`src/rtl/adc_ctl_pkg.sv`:
```
package adc_ctl_pkg;

  typedef enum logic [2:0] {
    PH_IDLE,
    PH_CTRL,
    PH_ACQ,
    PH_CONV,
    PH_OUT
  } phase_t;

  localparam logic [1:0] PM_OFF  = 2'b00;
  localparam logic [1:0] PM_FAST = 2'b01;
  localparam logic [1:0] PM_STBY = 2'b10;
  localparam logic [1:0] PM_FULL = 2'b11;

  localparam int CTRL_BITS = 7;

  typedef struct packed {
    logic [2:0] chan;
    logic       uni;
    logic       sgl;
    logic [1:0] pd;
  } ctrl_t;

endpackage

```
`src/rtl/adc_in_sync.sv`:
```
module adc_in_sync #(
  parameter int             W       = 4,
  parameter int             STAGES  = 2,
  parameter logic [W-1:0]   RST_VAL = '0
) (
  input  logic         clk,
  input  logic         rst_n,
  input  logic [W-1:0] d,
  output logic [W-1:0] q
);

  logic [STAGES-1:0][W-1:0] pipe;

  for (genvar g = 0; g < STAGES; g++) begin : g_stage
    if (g == 0) begin : g_first
      always_ff @(posedge clk or negedge rst_n) begin
        if (!rst_n) pipe[g] <= RST_VAL;
        else        pipe[g] <= d;
      end
    end else begin : g_next
      always_ff @(posedge clk or negedge rst_n) begin
        if (!rst_n) pipe[g] <= RST_VAL;
        else        pipe[g] <= pipe[g-1];
      end
    end
  end

  assign q = pipe[STAGES-1];

endmodule

```
`src/rtl/adc_frame_seq.sv`:
```
module adc_frame_seq
  import adc_ctl_pkg::*;
#(
  parameter int ACQ_CLKS  = 3,
  parameter int CONV_CLKS = 2,
  parameter int OUT_BITS  = 12
) (
  input  logic   clk,
  input  logic   rst_n,
  input  logic   cs_act,
  input  logic   sclk_rise,
  input  logic   din_s,
  input  logic   abort,
  input  logic   start_ok,
  output phase_t phase,
  output ctrl_t  fields,
  output ctrl_t  ctrl_nxt,
  output logic   fields_load,
  output logic   start_hit,
  output logic   conv_done
);

  localparam int M1   = (ACQ_CLKS > CONV_CLKS) ? ACQ_CLKS : CONV_CLKS;
  localparam int M2   = (OUT_BITS > CTRL_BITS) ? OUT_BITS : CTRL_BITS;
  localparam int MAXC = (M1 > M2) ? M1 : M2;
  localparam int CW   = $clog2(MAXC + 1);

  logic [CW-1:0]          cnt;
  logic [CTRL_BITS-2:0]   sh;
  logic                   live;

  assign live     = cs_act && !abort && sclk_rise;
  assign ctrl_nxt = ctrl_t'({sh, din_s});

  always_comb begin
    start_hit   = live && (phase == PH_IDLE) && din_s && start_ok;
    fields_load = live && (phase == PH_CTRL) && (cnt == CW'(CTRL_BITS - 1));
    conv_done   = live && (phase == PH_CONV) && (cnt == CW'(CONV_CLKS - 1));
  end

  always_ff @(posedge clk or negedge rst_n) begin
    if (!rst_n) begin
      phase <= PH_IDLE;
      cnt   <= '0;
      sh    <= '0;
    end else if (abort || !cs_act) begin
      phase <= PH_IDLE;
      cnt   <= '0;
    end else if (sclk_rise) begin
      unique case (phase)
        PH_IDLE: begin
          if (start_hit) begin
            phase <= PH_CTRL;
            cnt   <= '0;
          end
        end
        PH_CTRL: begin
          sh <= {sh[CTRL_BITS-3:0], din_s};
          if (fields_load) begin
            phase <= PH_ACQ;
            cnt   <= '0;
          end else begin
            cnt <= cnt + 1'b1;
          end
        end
        PH_ACQ: begin
          if (cnt == CW'(ACQ_CLKS - 1)) begin
            phase <= PH_CONV;
            cnt   <= '0;
          end else begin
            cnt <= cnt + 1'b1;
          end
        end
        PH_CONV: begin
          if (conv_done) begin
            phase <= PH_OUT;
            cnt   <= '0;
          end else begin
            cnt <= cnt + 1'b1;
          end
        end
        PH_OUT: begin
          if (cnt == CW'(OUT_BITS - 1)) begin
            phase <= PH_IDLE;
            cnt   <= '0;
          end else begin
            cnt <= cnt + 1'b1;
          end
        end
        default: begin
          phase <= PH_IDLE;
          cnt   <= '0;
        end
      endcase
    end
  end

  always_ff @(posedge clk or negedge rst_n) begin
    if (!rst_n)           fields <= '0;
    else if (fields_load) fields <= ctrl_nxt;
  end

endmodule

```
`src/rtl/adc_result_shift.sv`:
```
module adc_result_shift #(
  parameter int DATA_W = 10,
  parameter int TAIL_W = 2
) (
  input  logic              clk,
  input  logic              rst_n,
  input  logic              clear,
  input  logic              load,
  input  logic              shift,
  input  logic [DATA_W-1:0] data,
  output logic              msb,
  output logic              strobe
);

  localparam int OUT_W = DATA_W + TAIL_W;

  logic [OUT_W-1:0] sr;

  always_ff @(posedge clk or negedge rst_n) begin
    if (!rst_n) begin
      sr     <= '0;
      strobe <= 1'b0;
    end else if (clear) begin
      sr     <= '0;
      strobe <= 1'b0;
    end else if (load) begin
      sr     <= {data, {TAIL_W{1'b0}}};
      strobe <= 1'b1;
    end else if (shift) begin
      sr     <= {sr[OUT_W-2:0], 1'b0};
      strobe <= 1'b0;
    end
  end

  assign msb = sr[OUT_W-1];

endmodule

```
`src/rtl/adc_power_ctl.sv`:
```
module adc_power_ctl
  import adc_ctl_pkg::*;
#(
  parameter int STARTUP_CYC = 500
) (
  input  logic       clk,
  input  logic       rst_n,
  input  logic       shdn_act,
  input  logic       start_hit,
  input  logic       fields_load,
  input  logic [1:0] pd_new,
  input  logic       conv_done,
  output logic [1:0] pwr_mode,
  output logic       ready
);

  localparam int WW = $clog2(STARTUP_CYC + 1);

  logic [WW-1:0] wait_cnt;
  logic [1:0]    pd_pend;
  logic          hw_off;

  always_ff @(posedge clk or negedge rst_n) begin
    if (!rst_n) begin
      pwr_mode <= PM_FULL;
      pd_pend  <= PM_FULL;
      hw_off   <= 1'b0;
      wait_cnt <= WW'(STARTUP_CYC);
    end else if (shdn_act) begin
      pwr_mode <= PM_OFF;
      hw_off   <= 1'b1;
      wait_cnt <= WW'(STARTUP_CYC);
    end else begin
      if (wait_cnt != '0) wait_cnt <= wait_cnt - 1'b1;
      if (fields_load)    pd_pend  <= pd_new;
      if (hw_off) begin
        hw_off   <= 1'b0;
        pwr_mode <= PM_FULL;
      end else if (conv_done) begin
        pwr_mode <= pd_pend;
      end else if (start_hit) begin
        pwr_mode <= PM_FULL;
      end
    end
  end

  assign ready = (wait_cnt == '0) && !hw_off;

endmodule

```
`src/rtl/adc_serial_ctrl.sv`:
```
module adc_serial_ctrl
  import adc_ctl_pkg::*;
#(
  parameter int DATA_W      = 10,
  parameter int TAIL_W      = 2,
  parameter int ACQ_CLKS    = 3,
  parameter int CONV_CLKS   = 2,
  parameter int SYNC_STAGES = 2,
  parameter int STARTUP_CYC = 500
) (
  input  logic              clk,
  input  logic              rst_n,
  input  logic              cs_n,
  input  logic              sclk,
  input  logic              din,
  input  logic              shdn_n,
  input  logic [DATA_W-1:0] conv_data,
  output logic              dout,
  output logic              dout_oe,
  output logic              conv_strobe,
  output logic [2:0]        chan_sel,
  output logic              uni_pol,
  output logic              single_end,
  output logic [1:0]        pwr_mode
);

  localparam int OUT_BITS = DATA_W + TAIL_W;

  logic [3:0] pins_s;
  logic       shdn_s, cs_s, sclk_s, din_s;
  logic       sclk_prev, sclk_rise;
  logic       cs_act, shdn_act;
  phase_t     cur_phase;
  ctrl_t      fields, ctrl_nxt;
  logic       fields_load, start_hit, conv_done, ready;

  adc_in_sync #(
    .W       (4),
    .STAGES  (SYNC_STAGES),
    .RST_VAL (4'b1100)
  ) u_sync (
    .clk   (clk),
    .rst_n (rst_n),
    .d     ({shdn_n, cs_n, sclk, din}),
    .q     (pins_s)
  );

  assign {shdn_s, cs_s, sclk_s, din_s} = pins_s;
  assign cs_act   = !cs_s;
  assign shdn_act = !shdn_s;

  always_ff @(posedge clk or negedge rst_n) begin
    if (!rst_n) sclk_prev <= 1'b0;
    else        sclk_prev <= sclk_s;
  end

  assign sclk_rise = sclk_s && !sclk_prev;

  adc_frame_seq #(
    .ACQ_CLKS  (ACQ_CLKS),
    .CONV_CLKS (CONV_CLKS),
    .OUT_BITS  (OUT_BITS)
  ) u_seq (
    .clk         (clk),
    .rst_n       (rst_n),
    .cs_act      (cs_act),
    .sclk_rise   (sclk_rise),
    .din_s       (din_s),
    .abort       (shdn_act),
    .start_ok    (ready),
    .phase       (cur_phase),
    .fields      (fields),
    .ctrl_nxt    (ctrl_nxt),
    .fields_load (fields_load),
    .start_hit   (start_hit),
    .conv_done   (conv_done)
  );

  adc_result_shift #(
    .DATA_W (DATA_W),
    .TAIL_W (TAIL_W)
  ) u_shift (
    .clk    (clk),
    .rst_n  (rst_n),
    .clear  (shdn_act || !cs_act),
    .load   (conv_done),
    .shift  (sclk_rise && (cur_phase == PH_OUT)),
    .data   (conv_data),
    .msb    (dout),
    .strobe (conv_strobe)
  );

  adc_power_ctl #(
    .STARTUP_CYC (STARTUP_CYC)
  ) u_pwr (
    .clk         (clk),
    .rst_n       (rst_n),
    .shdn_act    (shdn_act),
    .start_hit   (start_hit),
    .fields_load (fields_load),
    .pd_new      (ctrl_nxt.pd),
    .conv_done   (conv_done),
    .pwr_mode    (pwr_mode),
    .ready       (ready)
  );

  assign dout_oe    = cs_act;
  assign chan_sel   = fields.chan;
  assign uni_pol    = fields.uni;
  assign single_end = fields.sgl;

endmodule

```
`config.mk`:
```
export PLATFORM = sky130hd
export DESIGN_NAME = adc_serial_ctrl
export DESIGN_NICKNAME = d
export VERILOG_FILES = /design/src/rtl/adc_ctl_pkg.sv /design/src/rtl/adc_in_sync.sv /design/src/rtl/adc_frame_seq.sv /design/src/rtl/adc_result_shift.sv /design/src/rtl/adc_power_ctl.sv /design/src/rtl/adc_serial_ctrl.sv
export SDC_FILE = /design/constraint.sdc
export NUM_CORES = 1
export LEC_CHECK = 0
export BUFFER_PORTS_ARGS = -buffer_cell sky130_fd_sc_hd__buf_2
export CAP_MARGIN = 0
export CORE_MARGIN = 4
export CORE_UTILIZATION = 40
export DETAILED_ROUTE_END_ITERATION = 10
export SLEW_MARGIN = 40
export SYNTH_ARGS = -nofsm -noshare
export SYNTH_HDL_FRONTEND = slang
export SYNTH_SLANG_ARGS = --single-unit
```
`constraint.sdc`:
```
create_clock -name clk -period 2.2 [get_ports clk]
set_input_delay 0.44 -clock clk [delete_from_list [all_inputs] [get_ports clk]]
set_output_delay 0.44 -clock clk [all_outputs]
set_load 0.02 [all_outputs]
```
==> impl_results.md, run 1 <==
- Worst slew pin tran: 650 ps
- Fraction of the mapped netlist area in compound gates: around 17%
- Mapped Area: 2340 sq um
- Worst Hold Endpoint: u_sync.pipe[2]
- Critical path endpoint category: register
- Wirelength per Cell: 14.3 um
- Port Buffers: 25
- Post-Synth Adder-Cell Area: 2.14%
- Die width: between 80 and 90 um
- Via count: between 1.5k and 2k
- Worst Setup Slack post-DPL: 53.0 ps
- Fmax achieved: approximately 0.48 GHz
- Synth Register Bits: 52
- Average size of a mapped cell: around 12 sq um
- Final cycle utilization of the critical path: 95.0%
- Max Buffers Root-to-Sink: 2
- Cell taking the most area after synthesis: sky130_fd_sc_hd__dfrtp_1
- Synthesized net count: 213
- Cells on worst reg2reg path: 6
- Clock network latency to the later pin of the worst-skew pair: 310 ps
- Share of Yosys cell area claimed by the top area cell type: roughly 41%
- Arrival time worst endpoint: 2340 ps
- Clock transition at the registers of the reported paths: approximately 100 ps
- Synth Area in Simple Gates: 14.3%
- Yosys warnings: 0
- Maximum capacitance violations: 0
- Layout Skew: 4.03 ps
- Area taken by flip-flops and latches: 1320 sq um
- Netlist cell types: 48
- Relative slew slack: 56.5%
- Cts bufs inserted: 5
- Wire length reported by the detailed router: 4370 um
- Critical-path maximum fanout: 5
- Maximum vdd drop: 0.377 mV
- Area added between synthesis and finish: 18.4%
- Combinational family with the most area after synthesis: compound AO/OA/AOI/OAI gates
- Total placed instance area: 2620 sq um
- Die Outline Area: 7140 sq um
- Overall overflow remaining after global route: 0
- Setup-violating endpoint count in the final report: 0
- Top cells by area, synth: sky130_fd_sc_hd__dfrtp_1 (41%), sky130_fd_sc_hd__dfstp_2 (16%), sky130_fd_sc_hd__mux2_2 (6.3%), sky130_fd_sc_hd__o2bb2ai_1 (4.1%), sky130_fd_sc_hd__a22oi_1 (3.2%)
- Post-synth top cells: sky130_fd_sc_hd__dfrtp_1 (38), sky130_fd_sc_hd__dfstp_2 (14), sky130_fd_sc_hd__mux2_2 (13), sky130_fd_sc_hd__o2bb2ai_1 (11)
- Max-slew violations: 0
- Xor and xnor fraction of the mapped netlist area: ~1.1%
- Final min period: 2090 ps
- Classification of the worst setup path: reg -> reg
- Area of all placed cells without fillers: 2770 sq um
- Diode insertion count for antenna repair: 0
- Mux share of post-synthesis cell area: about 6.3%
- Area of the multi-input gates: 985 sq um
- Initial Utilization: approximately two fifths
- First-pass iteration count of the detailed router: 4
- Number of global-route vias before repair: 1607
- Startpoint of the worst-slack reg-to-reg timing path: u_pwr.wait_cnt[0]
- Sort of element at the start of the critical path: register
- Setup slack of the most critical reg-to-reg path: 110 ps
- Via density per instance: 5.26
- Routability congestion estimate: about 0.86
- Overall Global Routing Usage: between 10% and 20%
- Number of antenna violations at the first check in global routing: 0
- Pwr per Cell Area: between 600 and 700 nW/um^2
- Dominant cell by count in the synthesized netlist: sky130_fd_sc_hd__dfrtp_1
- Chip Height: 84.5 um
- Setup repair after global routing missed its margin: no
- Count of nets after finishing: 253
- Clock tree root driver cell: sky130_fd_sc_hd__clkbuf_8
- Min-delay src: cs_n
- I/O pin count: 26
- Number of remaining DRC errors: 0
- Final Hold Vio Count: 0
- Core ar.: 5570 sq um
- Hold Slack: around 220 ps
- Wire length of the first global-routing pass: 7640 um
- Static Leak: 1.20 nW
- Register area share after synthesis: 56.4%
- TNS Setup: 0 ps
- Routed Antenna Nets: 0
- Total number of placement rows: 27
- Clock tree from TritonCTS: built
- Number of fill cells: around 500
- End of the worst register-to-register path: u_pwr.wait_cnt[6]
- HPWL reported at the end of detailed placement: 3050 um
- DR iter-0 viols: about 110
- Layout cell share with drive strength beyond 1: 38.9%
- Status: finished clean
- Sink count of the clock tree: 52
- Crit path required time: around 2500 ps
- Final setup slack of the worst path: about 110 ps
- Number of synthesized flops with an enable pin: 0
- Maximum number of pins on one net before global-route repair: 43
- Top FF cell, synth: sky130_fd_sc_hd__dfrtp_1
- Tightest Hold Check Type: in -> reg
- Cells on Worst Hold Path: 1
- Share of synthesized registers carrying an async set or reset: 100%
- Number of levels the H-tree was split into: 2
- Number of instances in the synthesized netlist: between 150 and 200
## sequential cells by signal (all words and copies together), names as in the netlist
register	cells
sclk_prev	1
u_pwr.hw_off	1
u_pwr.pwr_mode	2
u_seq.fields	5
u_sync.q	4
u_pwr.pd_pend	2
u_shift.sr	10
u_seq.sh	6
u_seq.phase	3
u_pwr.wait_cnt	9
u_sync.pipe	4
u_seq.cnt	4
u_shift.strobe	1
## cell type report
type                       instances  area share (%)
tap                               72            3.25
multi-input combinational        126            35.5
clock inverter                     3            1.22
timing repair buffer              38            8.58
clock buffer                       5            2.48
sequential                        52            47.6
inverter                          10            1.35
## metal layers
layer  GRT usage, %  vias to the layer above  routed length, um
met5              0                        -                  0
met4           3.45                        0                 24
met3           3.43                        4                185
met2           18.9                       33               1900
met1           19.6                      769               2250
li1               -                      803                  -
## metrics by stage
| step | power, mW | util, % | std cells |
|---|---|---|---|
| final | 1.71 | 49.7 | 306 |
| after global routing | 1.80 | 49.7 | 306 |
| after detailed placement | 1.13 | 47.1 | 296 |
| after CTS | 1.73 | 49.1 | 305 |
| after global placement | 1.13 | 47.1 | 296 |
| after floorplan | 1.07 | - | 193 |
## logic make-up (layout without fill, tap and decap cells)
group                    after synthesis  count (layout)
AO/OA/AOI/OAI                         53              53
XOR/XNOR                               3               3
buffers and inverters                 15              56
flip-flops                            52              52
AND/OR/NAND/NOR                       53              53
multiplexers                          13              13
adder cells (fa/ha/maj)                4               4
## power breakdown
part | switching, mW | internal (mW) | total, mW | leakage, nW
clock network | 0.347 | 0.240 | 0.587 | 0.0515
logic | 0.0688 | 0.0491 | 0.118 | 0.491
registers | 0.0182 | 0.986 | 1.00 | 0.661
total | 0.434 | 1.28 | 1.71 | 1.20
## critical path, cell delays in order (launching register included)
cell                      delay [ps]
sky130_fd_sc_hd__dfrtp_1         430
sky130_fd_sc_hd__inv_2           100
sky130_fd_sc_hd__ha_4            140
sky130_fd_sc_hd__or3b_2          490
sky130_fd_sc_hd__or4_2           650
sky130_fd_sc_hd__xor2_1          160
sky130_fd_sc_hd__nand2_1          70
## how the worst max path moves through the flow
stage,start,to,slack (ps),cells after the start
6_report,u_pwr.wait_cnt[0],u_pwr.wait_cnt[6],110,6
5_1_grt,u_pwr.wait_cnt[0],u_seq.cnt[1],20,6
3_3_place_gp,u_seq.cnt[0],u_seq.cnt[2],90,7
2_1_floorplan,u_pwr.wait_cnt[5],u_seq.phase[0],140,5
4_1_cts,u_pwr.wait_cnt[5],u_seq.phase[2],40,5
3_5_place_dp,u_pwr.wait_cnt[5],u_seq.phase[2],50,5
## timing repair
item / 4_1_cts / 5_1_grt
setup buffers: 0 / 1
endpoints found under the hold margin: 8 / 0
endpoints found under the setup margin: 0 / 9
hold buffers: 1 / 0
gates resized for setup: 0 / 6
## cell usage in the layout, fill, tap and decap left out, types with 4 or more instances in the layout
master | Yosys | final
sky130_fd_sc_hd__a21oi_1 | 7 | 7
sky130_fd_sc_hd__a22oi_1 | 10 | 9
sky130_fd_sc_hd__buf_2 | 0 | 25
sky130_fd_sc_hd__buf_4 | 0 | 11
sky130_fd_sc_hd__clkbuf_8 | 0 | 5
sky130_fd_sc_hd__dfrtp_1 | 38 | 38
sky130_fd_sc_hd__dfstp_2 | 14 | 14
sky130_fd_sc_hd__inv_1 | 10 | 9
sky130_fd_sc_hd__mux2_2 | 13 | 13
sky130_fd_sc_hd__nand2_1 | 9 | 9
sky130_fd_sc_hd__nand2b_1 | 5 | 5
sky130_fd_sc_hd__nand3_1 | 6 | 6
sky130_fd_sc_hd__nor2_1 | 8 | 8
sky130_fd_sc_hd__o21ai_0 | 4 | 4
sky130_fd_sc_hd__o22ai_1 | 4 | 4
sky130_fd_sc_hd__o2bb2ai_1 | 11 | 11
No activity file was read; power rests on OpenSTA's default activity.
==> run 2: changes to the inputs <==
- CELL_PAD_IN_SITES_DETAIL_PLACEMENT: not set -> 1
- CELL_PAD_IN_SITES_GLOBAL_PLACEMENT: not set -> 1
- PLACE_DENSITY_LB_ADDON: not set -> 0.1
==> run 2 against run 1 <==
Sequential cell count stayed put. Maximum frequency is 3.5% lower. Sequential power hardly changed. Non-clock buffer count is 1 higher.
==> impl_results.md, run 2 (same netlist as run 1, synthesis figures left out) <==
- Worst setup startpoint: u_pwr.wait_cnt[0]
- Largest delay contributor family on the critical path: simple AND/OR/NAND/NOR gates
- Setup-violating endpoint count in the final report: 0 (unchanged)
- Crit-path slowest cell: sky130_fd_sc_hd__or4_4
- Maximum number of pins on one net before global-route repair: 53 (+23%)
- Clock network latency to the later pin of the worst-skew pair: 310 ps (about the same)
- Worst slew pin tran: 697 ps (+46.7 ps)
- Crit path required time: 2410 ps (-40 ps)
- Classification of the worst setup path: reg -> reg
- Critical-path maximum fanout: 5 (unchanged)
- Regs by FF count: u_shift.sr x10, u_pwr.wait_cnt x9, u_seq.sh x6
- Chip Height: 84.5 um (unchanged)
- Highest cell delay on the worst timing path: 540 ps (-110 ps)
- Flip-flop count of the largest register, all copies and words added: 10 (unchanged)
- Pwr per Cell Area: 615 nW/um^2 (-0.33%)
- Number of global-route vias before repair: 1835 (+14%)
- Final Hold Vio Count: 0 (unchanged)
- Via density per instance: 5.51 (+4.8%)
- Critical path endpoint category: register
- Relative slew slack: 53.3% (-3.1 points)
- Max-slew violations: 0 (unchanged)
- Arrival time worst endpoint: 2370 ps (+30 ps)
- Sink count of the clock tree: 52 (unchanged)
- Die Outline Area: 7140 sq um (unchanged)
- Layout Skew: 5.08 ps (+1.05 ps)
- Wirelength per Cell: 17.2 um (+20%)
- DR iter-0 viols: 58 (-46%)
- Clock tree from TritonCTS: built
- Wire length of the first global-routing pass: 8980 um (+18%)
- Fraction of the core area covered by cells at the end of the flow: 50.0% (+0.31 points)
- Cell Count Post-Placement: 294 (-0.68%)
- Biggest register: u_shift.sr
- Number of fill cells: 614 (+22%)
- Tightest Hold Check Type: in -> reg
- Routed Antenna Nets: 0 (unchanged)
- Core ar.: 5570 sq um (unchanged)
- Setup repair after global routing missed its margin: yes
- Die width: 84.5 um (unchanged)
- Final cycle utilization of the critical path: 98.4% (+3.5 points)
- Overall overflow remaining after global route: 0 (unchanged)
- Min-delay src: shdn_n
- Maximum vdd drop: 0.359 mV (-4.9%)
- I/O pin count: 26 (unchanged)
- Static Leak: 1.22 nW (+1.7%)
- First-pass iteration count of the detailed router: 4 (unchanged)
- Total of hold buffers inserted after clock tree synthesis: 0 (-1)
- Non-filler instance count after layout: 307 (+0.33%)
- Number of remaining DRC errors: 0 (unchanged)
- Cts bufs inserted: 5 (unchanged)
- Port Buffers: 25 (unchanged)
- Startpoint of the worst-slack reg-to-reg timing path: u_pwr.wait_cnt[0]
- Count of nets after finishing: 254 (+0.40%)
- Initial Utilization: 42.0% (unchanged)
- Combined buffer and inverter count along the critical path: 2 (+1)
- Total number of placement rows: 27 (unchanged)
- Wire length reported by the detailed router: 5280 um (+21%)
- Clock transition at the registers of the reported paths: 100 ps (about the same)
- Sort of element at the start of the critical path: register
- Area added between synthesis and finish: 19.2%
- Clock tree root driver cell: sky130_fd_sc_hd__clkbuf_8
- Via count: 1692 (+5.2%)
- Number of antenna violations at the first check in global routing: 0 (unchanged)
- Maximum capacitance violations: 0 (unchanged)
- Diode insertion count for antenna repair: 0 (unchanged)
- Pwr Total: 1.71 mW (+0.30%)
- Layout cell share with drive strength beyond 1: 41.7% (+2.8 points)
- Max Buffers Root-to-Sink: 2 (unchanged)
- Final min period: 2170 ps (+76.2 ps)
- HPWL reported at the end of detailed placement: 3720 um (+22%)
- Status: finished clean
- Number of levels the H-tree was split into: 2 (unchanged)
- Commonest cells after routing, fill and taps aside: sky130_fd_sc_hd__dfrtp_1 (38), sky130_fd_sc_hd__buf_2 (25), sky130_fd_sc_hd__dfstp_2 (14), sky130_fd_sc_hd__mux2_2 (13), sky130_fd_sc_hd__buf_4 (12)
- Fmax achieved: 0.462 GHz (-3.5%)
- Cell-by-cell trace of the critical path: inv_2 > ha_4 > or2b_4 > or4_4 > o21ai_4 > buf_6 > o22ai_1 > o2bb2ai_1
- Most common cell after layout, fill and taps aside: sky130_fd_sc_hd__dfrtp_1
- Overall Global Routing Usage: 15.7% (+2.5 points)
- Routability congestion estimate: 0.871 (+1.8%)
## run 2: final cells by class
| cell class | instances | area, sq um | area share, % |
|---|---|---|---|
| clock buffers | 5 | 68.8 | 2.47 |
| clock inverters | 3 | 28.8 | 1.03 |
| inverters | 10 | 37.5 | 1.35 |
| multi-input cells | 126 | 1010 | 36.1 |
| flip-flops and latches | 52 | 1320 | 47.3 |
| well taps | 72 | 90.1 | 3.23 |
| repair buffers | 39 | 238 | 8.52 |
## run 2: per-layer routing
metal	vias up	share of wire, %	global-route usage, %
li1	798	-	-
met1	861	44	20.0
met2	25	51	26.5
met3	8	2.9	3.24
met4	0	1.5	5.18
met5	-	0	0
## run 2: per-stage QoR
stage                     setup slack (ps)  cell area [sq um]  hold slack [ps]  setup TNS, ps
after floorplan                        139               2340              144              0
after global placement                76.9               2600              333              0
after detailed placement             -5.79               2600              336          -5.79
after CTS                             3.29               2700              203              0
after global routing                 -46.6               2790              187          -74.2
final                                 34.9               2790              213              0
## run 2: worst register-to-register path: stages (launching register included)
cell and delay, ps:
sky130_fd_sc_hd__dfrtp_1 420, sky130_fd_sc_hd__inv_2 90, sky130_fd_sc_hd__ha_4 140, sky130_fd_sc_hd__or2b_4 270
sky130_fd_sc_hd__or4_4 540, sky130_fd_sc_hd__o21ai_4 250, sky130_fd_sc_hd__buf_6 140, sky130_fd_sc_hd__o22ai_1 70
sky130_fd_sc_hd__o2bb2ai_1 140
## run 2: what timing repair did
item                       in CTS  in global routing
resized for setup               1                 12
setup endpoints to repair       1                  7
pin swaps                       0                  7
buffers inserted                0                  5
## run 2: path summary, 6_finish.rpt
path                       cells past startpoint                 to  slack, ps
setup / recovery                               8       u_seq.cnt[3]         30
hold / removal                                 1     u_sync.pipe[3]        210
setup reg to reg                               8       u_seq.cnt[3]         30
hold reg to reg                                0        u_sync.q[1]        360
max in group asynchronous                      2     u_shift.sr[11]       1550
min in group asynchronous                      2  u_pwr.wait_cnt[3]        220
## run 2: power breakdown
part | internal (mW) | leakage, nW | switching, mW
sequential | 0.986 | 0.661 | 0.0208
clock | 0.241 | 0.0511 | 0.351
combinational | 0.0463 | 0.511 | 0.0697
total | 1.27 | 1.22 | 0.441
